[src/rtl/mixed_cmp_pkg.sv]
package mixed_cmp_pkg;

  // Width that holds either operand after extension, plus one bit so an
  // unsigned operand of the wider width stays non-negative when read signed.
  function automatic int common_width(input int wa, input int wb);
    return ((wa > wb) ? wa : wb) + 1;
  endfunction

  typedef struct packed {
    logic eq;
    logic ne;
    logic lt;
    logic le;
    logic gt;
    logic ge;
  } rel_t;

endpackage

[src/rtl/cmp_extend.sv]
module cmp_extend #(
  parameter int IN_W      = 8,
  parameter int OUT_W     = 9,
  parameter bit IS_SIGNED = 1'b0
) (
  input  logic [IN_W-1:0]  val_i,
  output logic [OUT_W-1:0] val_o
);
  localparam int PAD_W = OUT_W - IN_W;

  generate
    if (IS_SIGNED) begin : g_sign
      // Copy the sign bit into every added position.
      assign val_o = {{PAD_W{val_i[IN_W-1]}}, val_i};
    end else begin : g_zero
      // Unsigned values gain zeros above the original MSB.
      assign val_o = {{PAD_W{1'b0}}, val_i};
    end
  endgenerate
endmodule

[src/rtl/cmp_core.sv]
module cmp_core #(
  parameter int W = 9
) (
  input  logic [W-1:0] x_i,
  input  logic [W-1:0] y_i,
  output logic         lt_o,
  output logic         eq_o,
  output logic         gt_o
);
  // Three independent comparators. The relation block combines them,
  // and the checker cross-checks them against one another.
  always_comb begin
    lt_o = $signed(x_i) < $signed(y_i);
    gt_o = $signed(x_i) > $signed(y_i);
    eq_o = ~|(x_i ^ y_i);
  end
endmodule

[src/rtl/cmp_rel.sv]
module cmp_rel
  import mixed_cmp_pkg::*;
(
  input  logic lt_i,
  input  logic eq_i,
  input  logic gt_i,
  output rel_t rel_o
);
  always_comb begin
    rel_o.eq = eq_i;
    rel_o.lt = lt_i;
    rel_o.gt = gt_i;
    rel_o.ne = lt_i | gt_i;
    rel_o.le = lt_i | eq_i;
    rel_o.ge = gt_i | eq_i;
  end
endmodule

[src/rtl/mixed_cmp.sv]
module mixed_cmp
  import mixed_cmp_pkg::*;
#(
  parameter int A_W      = 8,
  parameter int B_W      = 8,
  parameter bit A_SIGNED = 1'b0,
  parameter bit B_SIGNED = 1'b0
) (
  input  logic [A_W-1:0] a_in,
  input  logic [B_W-1:0] b_in,
  output logic           eq_o,
  output logic           ne_o,
  output logic           lt_o,
  output logic           le_o,
  output logic           gt_o,
  output logic           ge_o
);
  localparam int CW = common_width(A_W, B_W);

  logic [CW-1:0] a_ext;
  logic [CW-1:0] b_ext;
  logic          c_lt;
  logic          c_eq;
  logic          c_gt;
  rel_t          rel;

  cmp_extend #(.IN_W(A_W), .OUT_W(CW), .IS_SIGNED(A_SIGNED)) u_ext_a (
    .val_i(a_in),
    .val_o(a_ext)
  );

  cmp_extend #(.IN_W(B_W), .OUT_W(CW), .IS_SIGNED(B_SIGNED)) u_ext_b (
    .val_i(b_in),
    .val_o(b_ext)
  );

  cmp_core #(.W(CW)) u_core (
    .x_i (a_ext),
    .y_i (b_ext),
    .lt_o(c_lt),
    .eq_o(c_eq),
    .gt_o(c_gt)
  );

  cmp_rel u_rel (
    .lt_i (c_lt),
    .eq_i (c_eq),
    .gt_i (c_gt),
    .rel_o(rel)
  );

  assign eq_o = rel.eq;
  assign ne_o = rel.ne;
  assign lt_o = rel.lt;
  assign le_o = rel.le;
  assign gt_o = rel.gt;
  assign ge_o = rel.ge;
endmodule

[config.mk]
export PLATFORM = sky130hd
export DESIGN_NAME = mixed_cmp
export DESIGN_NICKNAME = d
export VERILOG_FILES = /design/src/rtl/mixed_cmp_pkg.sv /design/src/rtl/cmp_extend.sv /design/src/rtl/cmp_core.sv /design/src/rtl/cmp_rel.sv /design/src/rtl/mixed_cmp.sv
export SDC_FILE = /design/constraint.sdc
export NUM_CORES = 1
export LEC_CHECK = 0
export BUFFER_PORTS_ARGS = -buffer_cell sky130_fd_sc_hd__buf_4
export CAP_MARGIN = 20
export CORE_AREA = 4 4 41 43
export DETAILED_ROUTE_END_ITERATION = 12
export DIE_AREA = 0 0 45 47
export PLACE_DENSITY = 0.56
export SLEW_MARGIN = 20
export SYNTH_ARGS = -nofsm -noshare
export SYNTH_HDL_FRONTEND = slang
export SYNTH_SLANG_ARGS = --single-unit
[constraint.sdc]
create_clock -name vclk -period 2.4
set_input_delay 0.36 -clock vclk [all_inputs]
set_output_delay 0.36 -clock vclk [all_outputs]
set_load 0.05 [all_outputs]
==> impl_results.md <==
* Outcome: completed
* Site Rows at 13
* FF+latch area at 0 um2
* CP bufs+invs at 2
* Final instance area at 432 um2
* Die ar. at 0.00212 mm2
* Post-CTS Hold Buffers at 0
* Syn nets at 58
* DP HPWL at 582 um
* Placed insts at 71
* M1 WL at 254 um
* Sequential share of the synthesized area at 0%
* Crit path DAT at 1590 ps
* Yosys Warn Count at 0
* Slowest cell on crit path: ha_1
* Final period util at 81.4%
* Worst-path cell chain: buf_4 -> ha_1 -> nor2b_4 -> o211ai_2 -> a31oi_1 -> or2_1 -> buf_4
* Leading area contributor after synthesis: ha_1
* Top cell by count, worst path: buf_4
* CTS resizes at 0
* Port bufs at 22
* Worst hold path startpoint: a_in[3]
* Antenna violations before repair at 0
* Worst VDD drop at 0.0948 mV
* Initial core utilization at 18.8%
* Max-Cap Viols at 0
* Vias per cell at 4.24
* I/O Pins at 22
* Final hold vios at 0
* First-pass GRT wire length at 1040 um
* GPL Wtd Cong at 0.621
* Synth unique cells at 15
* Syn_area_per_cell at 7.21 um2
* CP required at 2040 ps
* Drt pass-1 iters at 1
* Top layer in use: met3
* Hold endpoint: ne_o
* Diode count at 0
* Power per cell area at 257 mW/mm2
* Largest net degree at the start of global routing at 6
* Largest stage delay, worst path at 300 ps
* Worst slew pin tran at 323 ps
* Endpoints failing setup at 0
* Post-CTS setup buffer count at 0
* Top cells by count, synth: ha_1, inv_1, a21oi_1
* Total GRT Usage at 6.14%
* FF+latch count at 0
* Met3 WL at 72 um
* FMAX at 512 MHz
* Die width at 45 um
* Setup TNS at 0 ps
* Non-Filler Instances at 71
* Syn Inst Count at 34
* Filler instances at 151
* Slew HR at 78.3%
* Hold Path Class: in -> out
* Final WL at 601 um
* Worst Path Max Fanout at 3
* DRC at 0
* Number of global-route vias before repair at 290
* Slew Limit Fails at 0
* Mapped Area at 245 um2
* Endpoint class of the critical path: output pin
* Ratio of cells with drive above 1 in the final layout at 46.4%
* Met2 Wirelength at 275 um
* Critical path class: in -> out
* Startpoint class of the critical path: primary input
* Core Box Area at 0.00130 mm2
* Synth top area share at 40.8%
* Drt wl/cell at 8.46 um
* Multi-input gate area at 218 um2
* Die height at 47 um
* Largest cells by area after synthesis: ha_1, inv_1, a21oi_1, nor2b_4, nand4_1
* Crit path max-delay family: simple AND/OR/NAND/NOR gates
* Fin crit period at 1950 ps
* Leakage at 0.246 nW
* # clk buffers at 0
* Area added between synthesis and finish at 76.0%
* Final net count at 82
* WHS Path Cells at 6
* Vias at 301
* DR iter-0 viols at 0
* Remaining antenna violation count after routing at 0
* Placed inst area at 432 um2
* GR Overflow Total at 0
* RSZ-0062 raised after global routing: no
[layout by cell type (no fill, tap or decap), drive strengths merged]
master / instances
o21ai: 2
nor2b: 1
buf: 22
o22ai: 1
o22a: 1
inv: 8
a31oi: 1
o211ai: 1
a21oi: 4
nand4: 2
nor2: 2
or2: 1
ha: 8
nand2: 2
[worst max path at each step]
stage	endpoint	cells past startpoint	startpoint	slack (ps)
after floorplan	ne_o	5	b_in[7]	160
after global placement	gt_o	6	a_in[7]	440
after detailed placement	ge_o	7	a_in[1]	450
after CTS	ge_o	6	a_in[3]	440
after global routing	ge_o	7	a_in[1]	340
final	ge_o	7	a_in[1]	450
[area by class of cell]
type | instances | area share [%]
Inverter | 8 | 6.96
Tap cell | 15 | 4.35
Multi-Input combinational cell | 26 | 50.4
Timing Repair Buffer | 22 | 38.3
[cells by family after synthesis]
| family | after synthesis | synth area share (%) |
|---|---|---|
| simple gates | 8 | 19.4 |
| buf+inv | 8 | 12.2 |
| compound gates | 10 | 27.5 |
| fa+ha+maj | 8 | 40.8 |
[stage by stage]
| step | hold WS (ps) | worst slack, ps | total power, mW | utilization (%) |
|---|---|---|---|---|
| global placement | 1300 | 443 | 0.112 | 33.2 |
| finish | 1290 | 447 | 0.111 | 33.2 |
| floorplan | 1200 | 157 | 0.0719 | - |
| detailed placement | 1300 | 446 | 0.113 | 33.2 |
| global route | 1330 | 337 | 0.123 | 33.2 |
| CTS | 1300 | 435 | 0.113 | 33.2 |
[power breakdown]
group | internal, mW | leakage (nW) | total, mW | switching [mW]
sequential | 0 | 0 | 0 | 0
clock | 0 | 0 | 0 | 0
combinational | 0.0478 | 0.246 | 0.111 | 0.0631
[routing by layer]
metal / global-route usage [%] / vias up
li1: - / 164
met1: 7.19 / 122
met2: 12.4 / 15
met3: 0.766 / 0
met4: 0 / 0
met5: 0 / -
No activity file was read; power rests on OpenSTA's default activity.
